[src/rtl/irq_accept_pkg.sv]
package irq_accept_pkg;

    localparam int LVL_W = 4;
    localparam logic [LVL_W-1:0] LVL_TOP = 4'hF;

    typedef enum logic {
        ST_WATCH = 1'b0,
        ST_ENTER = 1'b1
    } acc_state_e;

endpackage

[src/rtl/irq_nmi_edge.sv]
module irq_nmi_edge (
    input  logic clk,
    input  logic rst_n,
    input  logic nmi_req,
    input  logic nmi_taken,
    output logic nmi_pend
);

    logic nmi_prev;
    logic nmi_rise;

    assign nmi_rise = nmi_req & ~nmi_prev;

    always_ff @(posedge clk or negedge rst_n) begin
        if (!rst_n) begin
            nmi_prev <= 1'b0;
            nmi_pend <= 1'b0;
        end else begin
            nmi_prev <= nmi_req;
            nmi_pend <= (nmi_pend & ~nmi_taken) | nmi_rise;
        end
    end

endmodule

[src/rtl/irq_pick.sv]
module irq_pick
    import irq_accept_pkg::*;
#(
    parameter int NUM_SRC = 4,
    parameter int VEC_W   = 8
) (
    input  logic [NUM_SRC-1:0]       pend,
    input  logic [LVL_W*NUM_SRC-1:0] prio_flat,
    input  logic [VEC_W*NUM_SRC-1:0] vec_flat,
    input  logic [LVL_W-1:0]         mask,
    output logic                     win_valid,
    output logic [LVL_W-1:0]         win_prio,
    output logic [VEC_W-1:0]         win_vec
);

    logic [LVL_W-1:0] prio_a [NUM_SRC];
    logic [VEC_W-1:0] vec_a  [NUM_SRC];
    logic [NUM_SRC-1:0] elig;

    for (genvar g = 0; g < NUM_SRC; g++) begin : g_src
        assign prio_a[g] = prio_flat[LVL_W*g +: LVL_W];
        assign vec_a[g]  = vec_flat[VEC_W*g +: VEC_W];
        assign elig[g]   = pend[g] && (prio_a[g] > mask);
    end

    always_comb begin
        win_valid = 1'b0;
        win_prio  = '0;
        win_vec   = '0;
        for (int i = 0; i < NUM_SRC; i++) begin
            if (elig[i]) begin
                if (!win_valid || (prio_a[i] > win_prio) ||
                    ((prio_a[i] == win_prio) && (vec_a[i] < win_vec))) begin
                    win_valid = 1'b1;
                    win_prio  = prio_a[i];
                    win_vec   = vec_a[i];
                end
            end
        end
    end

endmodule

[src/rtl/irq_accept_unit.sv]
module irq_accept_unit
    import irq_accept_pkg::*;
#(
    parameter int               NUM_SRC = 4,
    parameter int               VEC_W   = 8,
    parameter logic [VEC_W-1:0] NMI_VEC = 8'h0B
) (
    input  logic                     clk,
    input  logic                     rst_n,
    input  logic [NUM_SRC-1:0]       req_pend,
    input  logic [LVL_W*NUM_SRC-1:0] req_prio,
    input  logic [VEC_W*NUM_SRC-1:0] req_vec,
    input  logic                     nmi_req,
    input  logic                     cpu_ready,
    input  logic                     restore_en,
    input  logic [LVL_W-1:0]         restore_level,
    output logic                     acc_pulse,
    output logic [VEC_W-1:0]         acc_vec,
    output logic                     acc_is_nmi,
    output logic [LVL_W-1:0]         mask_level
);

    acc_state_e       state_q, state_d;
    logic             nmi_pend;
    logic             win_valid;
    logic [LVL_W-1:0] win_prio;
    logic [VEC_W-1:0] win_vec;
    logic             take, take_nmi;

    irq_nmi_edge u_nmi (
        .clk       (clk),
        .rst_n     (rst_n),
        .nmi_req   (nmi_req),
        .nmi_taken (take_nmi),
        .nmi_pend  (nmi_pend)
    );

    irq_pick #(.NUM_SRC(NUM_SRC), .VEC_W(VEC_W)) u_pick (
        .pend      (req_pend),
        .prio_flat (req_prio),
        .vec_flat  (req_vec),
        .mask      (mask_level),
        .win_valid (win_valid),
        .win_prio  (win_prio),
        .win_vec   (win_vec)
    );

    // State register
    always_ff @(posedge clk or negedge rst_n) begin
        if (!rst_n) state_q <= ST_WATCH;
        else        state_q <= state_d;
    end

    // Next state and outputs
    always_comb begin
        state_d    = state_q;
        take       = 1'b0;
        take_nmi   = 1'b0;
        unique case (state_q)
            ST_WATCH: begin
                if (cpu_ready && !restore_en) begin
                    if (nmi_pend) begin
                        take     = 1'b1;
                        take_nmi = 1'b1;
                    end else if (win_valid) begin
                        take     = 1'b1;
                    end
                end
                if (take) state_d = ST_ENTER;
            end
            ST_ENTER: state_d = ST_WATCH;
        endcase
        acc_pulse  = take;
        acc_is_nmi = take_nmi;
        acc_vec    = take_nmi ? NMI_VEC : (take ? win_vec : '0);
    end

    // Mask field of the status register
    always_ff @(posedge clk or negedge rst_n) begin
        if (!rst_n)          mask_level <= LVL_TOP;
        else if (restore_en) mask_level <= restore_level;
        else if (take_nmi)   mask_level <= LVL_TOP;
        else if (take)       mask_level <= win_prio;
    end

    assert_accept_ready_R7: assert property (@(posedge clk) disable iff (!rst_n)
        acc_pulse |-> cpu_ready);

    assert_no_back_to_back_R8: assert property (@(posedge clk) disable iff (!rst_n)
        acc_pulse |=> !acc_pulse);

    assert_mask_rises_R2: assert property (@(posedge clk) disable iff (!rst_n)
        (acc_pulse && !acc_is_nmi) |=> (mask_level > $past(mask_level)));

    assert_nmi_mask_top_R5: assert property (@(posedge clk) disable iff (!rst_n)
        (acc_pulse && acc_is_nmi) |=> (mask_level == LVL_TOP));

    assert_restore_load_R9: assert property (@(posedge clk) disable iff (!rst_n)
        restore_en |=> (mask_level == $past(restore_level)));

    assert_idle_outputs_R11: assert property (@(posedge clk) disable iff (!rst_n)
        !acc_pulse |-> (acc_vec == '0 && !acc_is_nmi));

    assert_win_above_mask_R4: assert property (@(posedge clk) disable iff (!rst_n)
        win_valid |-> (win_prio > mask_level && win_prio != 4'h0));

endmodule

[config.mk]
export PLATFORM = sky130hd
export DESIGN_NAME = irq_accept_unit
export DESIGN_NICKNAME = d
export VERILOG_FILES = /design/src/rtl/irq_accept_pkg.sv /design/src/rtl/irq_nmi_edge.sv /design/src/rtl/irq_pick.sv /design/src/rtl/irq_accept_unit.sv
export SDC_FILE = /design/constraint.sdc
export NUM_CORES = 1
export LEC_CHECK = 0
export ABC_AREA = 1
export BUFFER_PORTS_ARGS = -buffer_cell sky130_fd_sc_hd__buf_2
export CELL_PAD_IN_SITES_DETAIL_PLACEMENT = 1
export CELL_PAD_IN_SITES_GLOBAL_PLACEMENT = 1
export CORE_AREA = 2 2 85 87
export DETAILED_ROUTE_END_ITERATION = 7
export DIE_AREA = 0 0 87 89
export PLACE_DENSITY = 0.76
export SETUP_SLACK_MARGIN = 0.05
export SYNTH_ARGS = -nofsm -noshare
export SYNTH_HDL_FRONTEND = slang
export SYNTH_SLANG_ARGS = --single-unit
[constraint.sdc]
create_clock -name clk -period 5.83 [get_ports clk]
set_input_delay 0.2915 -clock clk [delete_from_list [all_inputs] [get_ports clk]]
set_output_delay 0.2915 -clock clk [all_outputs]
set_load 0.02 [all_outputs]
Word level (Yosys, flattened, before mapping)
Cells that the tools add are included.
W data, S select, Z words.
- magnitude comparators: 10
- equality and inequality tests: 3
- multiplexer cells: 36
- bitwise logic cells: 6
- reductions and logical operators: 19
- operators with widths (kind ; number):
    $mux W8 ; 9
    $mux W4 ; 10
    $gt A4 B4 Y1 ; 7
    $lt A8 B8 Y1 ; 3
    $mux W1 ; 16
    $eq A4 B4 Y1 ; 3
    $logic_and A1 B1 Y1 ; 8
    $logic_or A1 B1 Y1 ; 6
    $logic_not A1 Y1 ; 4
    $not A1 Y1 ; 3
    $reduce_bool A3 Y1 ; 1
    $and A1 B1 Y1 ; 2
    $pmux W1 S2 ; 1
    $or A1 B1 Y1 ; 1
- flip-flop bits (word level): 7
- bits of input ports: 61
- output and inout port bits: 14
- logic and storage cells: 78

Depth between registers and ports, before layout
Gate-level depths: netlist of the first run.
- depth in word-level cells: 26
- mapped depth: 48
- gate-level depth less buffers: 45

By module
A second synthesis of the first run with hierarchy kept.
- cell total of the unflattened synthesis: 367
- area, all modules: 2234.6 um2
- by module, submodules not included (module ; times used ; cells an instance ; area each (um2) ; seq. area each (um2)):
    irq_pick ; 1 ; 296 ; 1735.4 ; 0.0
    irq_accept_unit ; 1 ; 64 ; 430.4 ; 130.1
    irq_nmi_edge ; 1 ; 7 ; 68.8 ; 50.0

Least setup slack after synthesis of the first run
No wires, ideal clock.
- kind: register to output
- start point: reg mask_level[1]
- end point: out acc_vec[1]
- arrival time: 5.801 ns
- required time: 5.538 ns
- path slack: -0.262 ns
- stages on the path, launching flop included: 41
- path buffers: 4
- cells stage by stage: dfstp_2 -> inv_1 -> ha_1 -> inv_1 -> o21bai_1 -> nand2_1 -> nand2_1 -> nand2_2 -> inv_1 -> clkbuf_1 -> nand2_1 -> ha_1 -> nand2_1 -> inv_2 -> nand2_1 -> a21oi_1 -> nor2_1 -> nand2_1 -> [5 not listed] -> a2111oi_0 -> nand2_1 -> nand2_2 -> nand2_4 -> clkbuf_1 -> nand2_1 -> o21ai_0 -> ha_1 -> a21oi_1 -> nor2_1 -> a2111oi_0 -> nand2_1 -> nand2_2 -> nand2_2 -> buf_6 -> nand2_2 -> nand2_1 -> o21ai_1
- cells in the longest elaborated chain, start to end: 25
- elaborated cells between the ends (all ways): 55
- those cells by class: order compare: 10; eq/ne: 3; mux: 26; reduce/logical: 16
- RTL lines (item ; RTL line ; text):
    start, declared ; irq_accept_unit.sv:20 ; output logic [LVL_W-1:0] mask_level
    start signal, assigned ; irq_accept_unit.sv:81 ; else if (restore_en) mask_level <= restore_level;
    start signal, assigned ; irq_accept_unit.sv:83 ; else if (take) mask_level <= win_prio;
    $gt A4 B4 Y1 ; irq_pick.sv:23 ; assign elig[g] = pend[g] && (prio_a[g] > mask);
    $logic_and A1 B1 Y1 ; irq_pick.sv:23 ;
    $mux W8 (tied with other cells) ; irq_pick.sv:31 ; if (elig[i]) begin
    $lt A8 B8 Y1 (tied with other cells) ; irq_pick.sv:33 ; ((prio_a[i] == win_prio) && (vec_a[i] < win_vec))) begin
    $logic_and A1 B1 Y1 or $logic_or A1 B1 Y1 (tied branches) ; irq_pick.sv:33, irq_pick.sv:32 ;
    $logic_or A1 B1 Y1 ; irq_pick.sv:32 ; if (!win_valid || (prio_a[i] > win_prio) ||
    $mux W8 (tied with other cells) ; irq_pick.sv:32 ;
    $mux W8 (tied with other cells) ; irq_pick.sv:31 ;
    [7 not listed] ; - ;
    $logic_or A1 B1 Y1 ; irq_pick.sv:32 ;
    $mux W1 ; irq_pick.sv:32 ;
    $mux W1 ; irq_pick.sv:31 ;
    $mux W1 ; irq_accept_unit.sv:65 ; end else if (win_valid) begin
    $mux W1 ; irq_accept_unit.sv:62 ; if (nmi_pend) begin
    $mux W1 ; irq_accept_unit.sv:61 ; if (cpu_ready && !restore_en) begin
    $mux W1 (2 in a row) ; irq_accept_unit.sv:59 ; unique case (state_q)
    $mux W8 * (2 in a row) ; irq_accept_unit.sv:75 ; acc_vec = take_nmi ? NMI_VEC : (take ? win_vec : '0);
    end, declared ; irq_accept_unit.sv:18 ; output logic [VEC_W-1:0] acc_vec,
Mark *: on every way between the ends. The rest lies on a longest branch, timed or not. The select of a mux whose other input is x is not followed.

Worst setup path after layout of the first run
Ends and elaborated chain as after synthesis.

==> impl_metrics.yaml, run 1 <==
final_layout:
  drive_above_1_share_pct: 57.9
  final_cell_area_um2: 3880
  n_antenna_cell: 0
  nFillCells: 835
  regArea_um2: 180
  syn2layout_area_growth_pct: 87.9
  nets: 593
  multiInputGateArea_um2: 2330
status:
  status: "finished, violations left"
  violations: "negative setup slack"
detailed_routing:
  dr.pass1.iters: 4
  vias_per_cell: 5.28
  num_vias: 2970
  antenna_left: 0
  drt_wl_total_um: 10100
  drc_errors: 0
  routedWlPerCell_um: 18.0
  drtIter0Drc: 69
synthesis:
  synth_area_leaders: "ha_1 30%, nand2_1 19%, inv_1 7.3%"
  synthesis.area_um2: 2060
  syn_inst: 332
  synth.avg_cell_area_um2: 6.21
  synth_top_area_share_pct: 29.7
  synth-seq-cells: 7
  syn_nets: 442
  yosysTopAreaCell: "ha_1"
  ys_seq_area_share_pct: 8.73
  yosys_warnings: 0
  ys_types: 26
grt:
  grt_pass1_vias: 3193
  grt_max_degree: 9
  top_usage_layer: "met2"
  use_met3_pct: 2.49
  antenna_found_initial: 0
  grtUsageMet2_pct: 47.7
  grt_pass1_wl_um: 14800
  gr-total-overflow: 0
  track_usage_pct: 23.9
  use_met1_pct: 26.2
timing:
  layout_setup_ws_ns: -0.592
  fin_crit_sh_pct: 110
  slew_headroom_pct: 6.17
  skew_ns: 0.00306
  maxClockFrequency_mhz: 156
  rsz0062_at_grt: "true"
  finalSetupViolCount: 12
  slew_viol_final: 0
  worst_pin_slew_ns: 1.41
  finalHoldViolations: 0
  period_needed_ns: 6.42
hold_path:
  hp-class: "input pin to register"
  min_from: "nmi_req"
  hold_end: "u_nmi.nmi_prev$_DFF_PN0_"
  hold_depth: 1
power_and_ir_drop:
  p_per_area_nw_per_um2: 327
  power.leakage_nw: 1.97
  power_mw: 1.27
  ir_drop_mv: 0.0814
critical_path:
  reg2reg_from: "mask_level[1]$_DFFE_PN1P_"
  slowest_stage: "dfstp_2"
  crit_type: "register to output pin"
  startpoint_type: "register"
  cp_max_fo: 8
  r2r_setup_slack_ns: -0.17
  cp_data_required_time_ns: 5.54
  cpMostUsedCell: "nand2_2"
  regToRegEndpoint: "mask_level[0]$_DFFE_PN1P_"
  arrival_ns: 6.13
  crit_path_max_incr_delay_ns: 0.53
  cp-end-kind: "output pin"
  reg2regPathDepth: 41
place:
  port_buffers: 74
  routabilityCongestion: 0.801
  hpwl_um: 6350
  placed_cell_area_um2: 2950
cts:
  clock_sinks: 7
  ctsHtreeMaxLevel: 1
  clkTransAtPathRegs_ns: 0.05
  root_buffer: "clkbuf_8"
  tritoncts: "yes"
  numCtsBuffers: 3
  clk_latency_ns: 0.23
  cts_buffer_depth: 2
die:
  die_h_um: 89
  rows: 30
  core_um2: 6720
  initial_core_util_pct: 30.7
  die_area_um2: 7740
  io_pins: 75
  die_w_um: 87
flow_run:
  drv_cap: 0
==> layout make-up <==
| class | instances | area share [%] |
|---|---|---|
| multi-input combinational | 281 | 60.2 |
| sequential | 7 | 4.65 |
| timing repair buffer | 149 | 27.2 |
| tap | 80 | 2.58 |
| inverter | 41 | 4.23 |
| clock buffer | 4 | 1.16 |
==> registers in the layout (all words and copies together) (netlist names) <==
| signal | flops |
|---|---|
| mask_level | 4 |
| state_q | 1 |
| u_nmi.nmi_pend | 1 |
| u_nmi.nmi_prev | 1 |
==> power by group <==
part           internal, mW  leakage (nW)  switching, mW
clock network        0.0477        0.0228         0.0257
logic                 0.532          1.87          0.592
registers            0.0631        0.0774        0.00597
total                 0.643          1.97          0.624
==> layer usage <==
| metal | vias to the layer above | routed length (um) | part of all wire, % |
|---|---|---|---|
| li1 | 1415 | - | - |
| met1 | 1421 | 3940 | 39 |
| met2 | 95 | 5380 | 53 |
| met3 | 39 | 397 | 3.9 |
| met4 | 0 | 379 | 3.8 |
| met5 | - | 0 | 0 |
==> cells by family after synthesis <==
family / count (synthesis) / synth area share, %
flops: 7 / 8.73
compound gates: 63 / 16.4
simple gates: 166 / 35.8
buf+inv: 47 / 9.28
fa+ha+maj: 49 / 29.7
==> what timing repair did <==
action                     4_1_cts  5_1_grt
hold buffers                     1        0
hold endpoints to repair         3        0
pin swaps                       24       29
setup buffers                   19        6
cloned                           5        0
gates resized for setup        113       48
setup endpoints to repair       12       12
==> placed cells by master (no fill, tap or decap), types with 13 or more instances in the layout <==
| master | instances |
|---|---|
| buf_4 | 68 |
| ha_1 | 31 |
| o21ai_2 | 13 |
| nor2_1 | 15 |
| buf_2 | 66 |
| a21oi_1 | 18 |
| inv_1 | 31 |
| nand2_2 | 34 |
| nand2_1 | 68 |
| nand2_4 | 16 |
| ha_4 | 16 |
==> worst max-delay path by stage <==
stage                                          from         end  slack [ns]  cells after the start
final                     mask_level[1]$_DFFE_PN1P_  acc_vec[1]       -0.59                     40
after global routing      mask_level[1]$_DFFE_PN1P_  acc_vec[1]       -0.96                     44
after CTS                 mask_level[1]$_DFFE_PN1P_  acc_vec[2]       -0.15                     39
after detailed placement  mask_level[1]$_DFFE_PN1P_  acc_vec[3]       -0.38                     40
after global placement    mask_level[1]$_DFFE_PN1P_  acc_vec[1]       -0.13                     39
after floorplan           mask_level[1]$_DFFE_PN1P_  acc_vec[1]        0.05                     39
==> worst max-delay path: cells and delay by family (launching register included) <==
| kind | cells | cell delay (ns) |
|---|---|---|
| flops | 1 | 0.53 |
| buf+inv | 7 | 0.64 |
| simple gates | 22 | 2.23 |
| compound gates | 7 | 1.35 |
| fa+ha+maj | 4 | 1.11 |
==> through the flow <==
stage	setup WS [ns]	setup TNS [ns]	hold slack, ns	std cells	utilization, %
final	-0.592	-4.91	0.184	562	57.7
after global routing	-0.955	-9.46	0.183	562	57.7
after CTS	-0.151	-1.07	0.190	557	54.2
after detailed placement	-0.385	-3.43	0.147	528	43.9
after global placement	-0.132	-0.892	0.137	528	43.9
after floorplan	0.0536	0	-0.00409	332	-
==> cells in the mapped netlist <==
library cell / n
nand2_1: 107
ha_1: 49
inv_1: 40
o21ai_0: 26
a21oi_1: 24
nor2_1: 24
nand3_1: 12
nand2_2: 9
nor3b_2: 5
clkbuf_1: 4
dfstp_2: 4
o21ai_1: 4
dfrtp_1: 3
nand4_1: 3
o211ai_1: 3
a2111oi_0: 2
buf_6: 2
nand2_4: 2
nor3_1: 2
a22oi_1: 1
inv_2: 1
nand3_2: 1
nand3b_1: 1
o21a_1: 1
o21bai_1: 1
o22ai_1: 1
(Power assumes the default switching activity.)
==> inputs of run 2 (changes only) <==
--- a/config.mk
+++ b/config.mk
@@ -9,11 +9,12 @@
 export BUFFER_PORTS_ARGS = -buffer_cell sky130_fd_sc_hd__buf_2
 export CELL_PAD_IN_SITES_DETAIL_PLACEMENT = 1
 export CELL_PAD_IN_SITES_GLOBAL_PLACEMENT = 1
-export CORE_AREA = 2 2 85 87
+export CORE_AREA = 2 2 88 90
 export DETAILED_ROUTE_END_ITERATION = 7
-export DIE_AREA = 0 0 87 89
-export PLACE_DENSITY = 0.76
+export DIE_AREA = 0 0 90 92
+export PLACE_DENSITY = 0.75
 export SETUP_SLACK_MARGIN = 0.05
 export SYNTH_ARGS = -nofsm -noshare
 export SYNTH_HDL_FRONTEND = slang
+export SYNTH_HIERARCHICAL = 1
 export SYNTH_SLANG_ARGS = --single-unit
==> run 2 against run 1 <==
Net effect:
- the run still ends with negative setup slack left
- combinational power rose by 13%
- register-to-register slack got worse by 0.41 ns
- first-iteration DRC count fell by 28%
- die area rose by 6.9%
- fmax fell by 3.9%
- routed wire length rose by 6.1%
- sequential power rose by 5.4%
- sequential share of layout area fell by 0.23 points
- design area rose by 5.3%
- total power rose by 11%
- critical path type unchanged
==> impl_metrics.yaml, run 2 <==
status:
  status: "finished, violations left"
  violations: "negative setup slack"
critical_path:
  cp_data_required_time_ns: 5.54
  cp-end-kind: "output pin"
  critPathBufInv: 6
  slowest_stage: "dfstp_2"
  crit_type: "register to output pin"
  arrival_ns: 6.39
  cpMostUsedCell: "nand2_2"
  crit_path_max_incr_delay_ns: 0.54
  path_delay_family: "simple AND/OR/NAND/NOR gates"
  startpoint_type: "register"
  cp_max_fo: 7
detailed_routing:
  routedWlPerCell_um: 17.6
  num_vias: 3013
  drt_wl_total_um: 10700
  dr.pass1.iters: 5
  vias_per_cell: 4.96
  antenna_left: 0
  drtIter0Drc: 50
  drc_errors: 0
die:
  die_h_um: 92
  io_pins: 75
  core_um2: 7450
  rows: 32
  die_area_um2: 8280
  initial_core_util_pct: 30.0
  die_w_um: 90
synthesis:
  yosysTopAreaCell: "ha_1"
  synth_area_leaders: "ha_1 27%, nand2_1 22%, inv_1 8.1%"
  synth-seq-cells: 7
  synth-main-ff-cell: "dfstp_2"
  syn_nets: 477
  yosysMostFrequentCell: "nand2_1"
  synth-edff-count: 0
  async_flop_share_pct: 100
  ys_seq_area_share_pct: 8.06
  yosys_warnings: 6
  syn_inst: 367
  netlist_top_cells_count: "131 x nand2_1, 49 x ha_1, 48 x inv_1"
  synth.avg_cell_area_um2: 6.09
  ys_types: 28
  synth_top_area_share_pct: 27.4
  synthesis.area_um2: 2230
cts:
  cts_buffer_depth: 2
  clkTransAtPathRegs_ns: 0.04
  clk_latency_ns: 0.23
  root_buffer: "clkbuf_8"
  numCtsBuffers: 3
  ctsHtreeMaxLevel: 1
  tritoncts: "yes"
  clock_sinks: 7
timing:
  finalHoldViolations: 0
  fin_crit_sh_pct: 115
  rsz0062_at_grt: "true"
  slew_viol_final: 0
  finalSetupViolCount: 12
  layout_setup_ws_ns: -0.849
  skew_ns: 0.00299
  slew_headroom_pct: 55.3
  maxClockFrequency_mhz: 150
  period_needed_ns: 6.68
  worst_pin_slew_ns: 0.670
flow_run:
  drv_cap: 0
power_and_ir_drop:
  ir_drop_mv: 0.106
  p_per_area_nw_per_um2: 344
  power.leakage_nw: 2.06
grt:
  grtUsageMet2_pct: 45.4
  gr-total-overflow: 0
  use_met3_pct: 2.88
  track_usage_pct: 22.7
  antenna_found_initial: 0
  use_met1_pct: 25.2
  grt_max_degree: 14
  grt_pass1_vias: 3247
  grt_pass1_wl_um: 15300
  top_usage_layer: "met2"
final_layout:
  multiInputGateArea_um2: 2490
  syn2layout_area_growth_pct: 82.6
  layout_commonest_cell: "nand2_1"
  drive_above_1_share_pct: 57.7
  largest_register: "mask_level"
  regArea_um2: 180
  postLayoutCoreUtil_pct: 54.8
  mostFrequentLayoutCells: "83 x nand2_1, 66 x buf_2, 59 x buf_4"
  largest_reg_flops: 4
  nets: 617
  n_antenna_cell: 0
  nFillCells: 943
place:
  dp_slack_ns: -0.459
  routabilityCongestion: 0.852
  port_buffers: 74
  hpwl_um: 6680
hold_path:
  hp-class: "input pin to register"
-- run 2: cell types whose count changed in the layout (fill, tap and decap cells not counted), sizes merged, moves of 2 or more --
cell,previous run,this run
nand3,13,24
buf,148,142
nor3b,5,0
o21ai,30,32
inv,40,53
and2,0,3
a21oi,24,17
nand4,3,6
nor2,24,17
nand2,121,142
-- run 2: logic make-up (layout without fill, tap and decap cells) --
family                   Yosys count  after routing  share of synthesized area (%)
adder cells (fa/ha/maj)           49             49                           27.4
flip-flops                         7              7                           8.06
buffers and inverters             65            201                           13.2
AO/OA/AOI/OAI                     56             56                           13.5
AND/OR/NAND/NOR                  190            193                           37.8
-- run 2: layer usage --
layer | up-vias | part of all wire [%] | wire length [um]
met4 | 0 | 3.0 | 325
li1 | 1477 | - | -
met2 | 89 | 56 | 5970
met5 | - | 0 | 0
met1 | 1423 | 38 | 4070
met3 | 24 | 3.2 | 340
-- run 2: where the power goes --
group | internal (mW) | leakage (nW) | total (mW) | switching, mW
Combinational | 0.584 | 1.96 | 1.26 | 0.674
Sequential | 0.0642 | 0.0774 | 0.0728 | 0.00863
Clock | 0.0476 | 0.0228 | 0.0716 | 0.0240
-- run 2: repair_timing --
item / CTS / global route
pin swaps: 38 / 33
cloned: 3 / 1
gates resized for setup: 115 / 70
hold buffers: 1 / 0
buffers inserted: 18 / 8
endpoints found under the setup margin: 12 / 12
hold endpoints to repair: 3 / 0
-- run 2: final cells by class --
class                           instances  area share [%]
Inverter                               54            5.36
Multi-Input combinational cell        298            61.1
Timing Repair Buffer                  143            24.9
Tap cell                              102            3.13
Clock buffer                            4            1.10
Sequential cell                         7            4.41
-- run 2: final timing paths --
path                                           start                        end  slack, ns  cells past startpoint
hold / removal                               nmi_req   u_nmi/nmi_prev$_DFF_PN0_       0.18                      1
max in group asynchronous                      rst_n  mask_level[2]$_DFFE_PN1P_       5.15                      2
min in group asynchronous                      rst_n          state_q$_DFF_PN0_       0.44                      2
hold reg to reg             u_nmi/nmi_prev$_DFF_PN0_   u_nmi/nmi_pend$_DFF_PN0_       0.47                      3
setup / recovery           mask_level[3]$_DFFE_PN1P_                 acc_vec[2]      -0.85                     39
setup reg to reg           mask_level[3]$_DFFE_PN1P_  mask_level[2]$_DFFE_PN1P_      -0.58                     42
-- run 2: per-stage QoR --
stage	cells	TNS (ns)	instance area (um2)	total power, mW	hold WS [ns]
6_report	608	-8.82	4080	1.40	0.184
5_1_grt	608	-11.69	4080	1.51	0.177
4_1_cts	600	-2.67	3720	1.16	0.183
3_5_place_dp	574	-4.74	3040	0.838	0.139
3_3_place_gp	574	-1.37	3040	0.797	0.133
2_1_floorplan	367	0	2320	0.566	-0.00409
==> inputs of run 3 (changes only) <==
==> constraint.sdc (replaced) <==
create_clock -name clk -period 5.83 [get_ports clk]
set_input_delay 1.166 -clock clk [delete_from_list [all_inputs] [get_ports clk]]
set_output_delay 1.166 -clock clk [all_outputs]
set_load 0.02 [all_outputs]
==> run 3 against run 2 <==
Net effect:
- the flow still finishes with violations (negative setup slack)
- clock skew down 0.0022 ns
- critical path depth up 2
- sequential power down 1%
- routed wire length down 6.0%
- global-route usage down 0.96 points
- first-iteration DRC count down 24%
- via count up 1.4%
- final cell count up 2.6%
- hold slack better by 0.29 ns
- total power down 9.5%
- clock power down 4.7%
==> impl_metrics.yaml, run 3 (synthesis results as in run 2) <==
critical_path:
  crit_type: "input pin to output pin"
  cp_max_fo: 6
  slowest_stage: "ha_1"
  r2r_setup_slack_ns: -0.46
  reg2reg_from: "mask_level[1]$_DFFE_PN1P_"
  reg2regPathDepth: 43
  startpoint_type: "input pin"
  cpMostUsedCell: "nand2_1"
  arrival_ns: 6.52
  regToRegEndpoint: "mask_level[1]$_DFFE_PN1P_"
  cp_data_required_time_ns: 4.66
  cp-end-kind: "output pin"
  crit_path_max_incr_delay_ns: 0.28
power_and_ir_drop:
  power.net_switching_mw: 0.642
  p_int_mw: 0.627
  clkPwrFrac_pct: 5.4
  sequentialPowerShare_pct: 5.7
  power.leakage_nw: 2.09
  ir_drop_mv: 0.105
  p_comb_share_pct: 88.9
  power_mw: 1.27
  switching_share_pct: 50.6
  p_per_area_nw_per_um2: 308
timing:
  rsz0062_at_grt: "true"
  fin_crit_sh_pct: 132
  worst_pin_slew_ns: 0.553
  finalSetupViolCount: 12
  period_needed_ns: 7.68
  maxClockFrequency_mhz: 130
  slew_headroom_pct: 63.1
  layout_setup_ws_ns: -1.85
  finalHoldViolations: 0
  slew_viol_final: 0
  skew_ns: 0.000829
die:
  core_um2: 7450
  die_h_um: 92
  initial_core_util_pct: 30.0
  die_w_um: 90
  rows: 32
  die_area_um2: 8280
  io_pins: 75
cts:
  clock_sinks: 7
  tritoncts: "yes"
  cts_buffer_depth: 2
  numCtsBuffers: 3
  root_buffer: "clkbuf_8"
  clk_latency_ns: 0.22
  clkTransAtPathRegs_ns: 0.04
  ctsHtreeMaxLevel: 1
hold_path:
  hold_end: "u_nmi/nmi_pend$_DFF_PN0_"
  hp-class: "register to register"
  hold_depth: 3
  min_from: "u_nmi/nmi_prev$_DFF_PN0_"
final_layout:
  nets: 633
  drive_above_1_share_pct: 53.6
  largest_register: "mask_level"
  n_antenna_cell: 0
  layout_commonest_cell: "nand2_1"
  instances_no_fill: 624
  nFillCells: 967
  largest_reg_flops: 4
  mostFrequentLayoutCells: "103 x nand2_1, 76 x buf_4, 63 x buf_2"
  syn2layout_area_growth_pct: 84.2
detailed_routing:
  routedWlPerCell_um: 16.1
  num_vias: 3055
  dr.pass1.iters: 4
  vias_per_cell: 4.90
  top_layer: "met4"
  wl_met2_um: 5700
  drt_wl_total_um: 10100
  dr_wl_met3_um: 244
  wl_met1_um: 3840
  drc_errors: 0
  drtIter0Drc: 38
  antenna_left: 0
place:
  hpwl_um: 7050
  routabilityCongestion: 0.824
  port_buffers: 74
  dp.cells: 590
grt:
  antenna_found_initial: 0
  grt_pass1_wl_um: 15000
  grt_pass1_vias: 3375
  gr-total-overflow: 0
  track_usage_pct: 21.7
  grt_max_degree: 15
status:
  violations: "negative setup slack"
  status: "finished, violations left"
flow_run:
  drv_cap: 0
[run 3: cell type report]
type	instances	area (um2)	area share, %
timing repair buffer	156	1100	26.7
multi-input combinational	300	2430	59.1
inverter	54	225	5.47
sequential	7	180	4.38
clock buffer	4	45.0	1.09
tap	102	128	3.10
timing repair inverter	1	7.51	0.182
[run 3: metal layers]
layer	vias up	global-route usage, %
met4	0	6.15
met2	72	44.0
li1	1517	-
met3	21	1.81
met5	-	0
met1	1445	23.8
[run 3: how the worst max path moves through the flow]
stage,startpoint,endpoint,depth (start not counted)
2_1_floorplan,req_prio[3],acc_vec[2],39
3_3_place_gp,req_prio[3],acc_vec[2],37
3_5_place_dp,req_prio[1],acc_vec[4],38
4_1_cts,req_prio[1],acc_vec[1],42
5_1_grt,req_prio[1],acc_vec[7],41
6_report,req_prio[1],acc_vec[7],41
[run 3: power groups by stage]
stage	Combinational [mW]	Clock, mW	Sequential (mW)
after floorplan	0.534	0	0.0834
after global placement	0.775	0	0.0724
after detailed placement	0.825	0	0.0725
after CTS	0.975	0.0699	0.0720
after global routing	1.24	0.0728	0.0734
final	1.13	0.0682	0.0720
[run 3: critical path, delay by kind of cell]
family / cells / cell delay (ns)
AOI/OAI and AO/OA: 9 / 1.34
adders and majority gates: 4 / 0.97
buffers and inverters: 7 / 0.66
and+or+nand+nor: 21 / 2.34
[run 3: through the flow]
| stage | hold WS [ns] | worst slack, ns | area, um2 | util (%) | TNS [ns] |
|---|---|---|---|---|---|
| 6_report | 0.478 | -1.85 | 4120 | 55.3 | -18.02 |
| 5_1_grt | 0.540 | -2.18 | 4120 | 55.3 | -21.57 |
| 4_1_cts | 0.488 | -1.63 | 3770 | 50.7 | -14.81 |
| 3_5_place_dp | 0.475 | -1.95 | 3320 | 44.6 | -19.59 |
| 3_3_place_gp | 0.466 | -1.61 | 3320 | 44.6 | -15.36 |
| 2_1_floorplan | 0.450 | -1.15 | 2530 | - | -9.21 |
[run 3: repair_timing]
action | in CTS | in global routing
buffers inserted | 16 | 9
pin swaps | 12 | 37
resized for setup | 49 | 70
setup endpoints to repair | 12 | 12
hold buffers | 0 | 0
gates cloned | 6 | 1
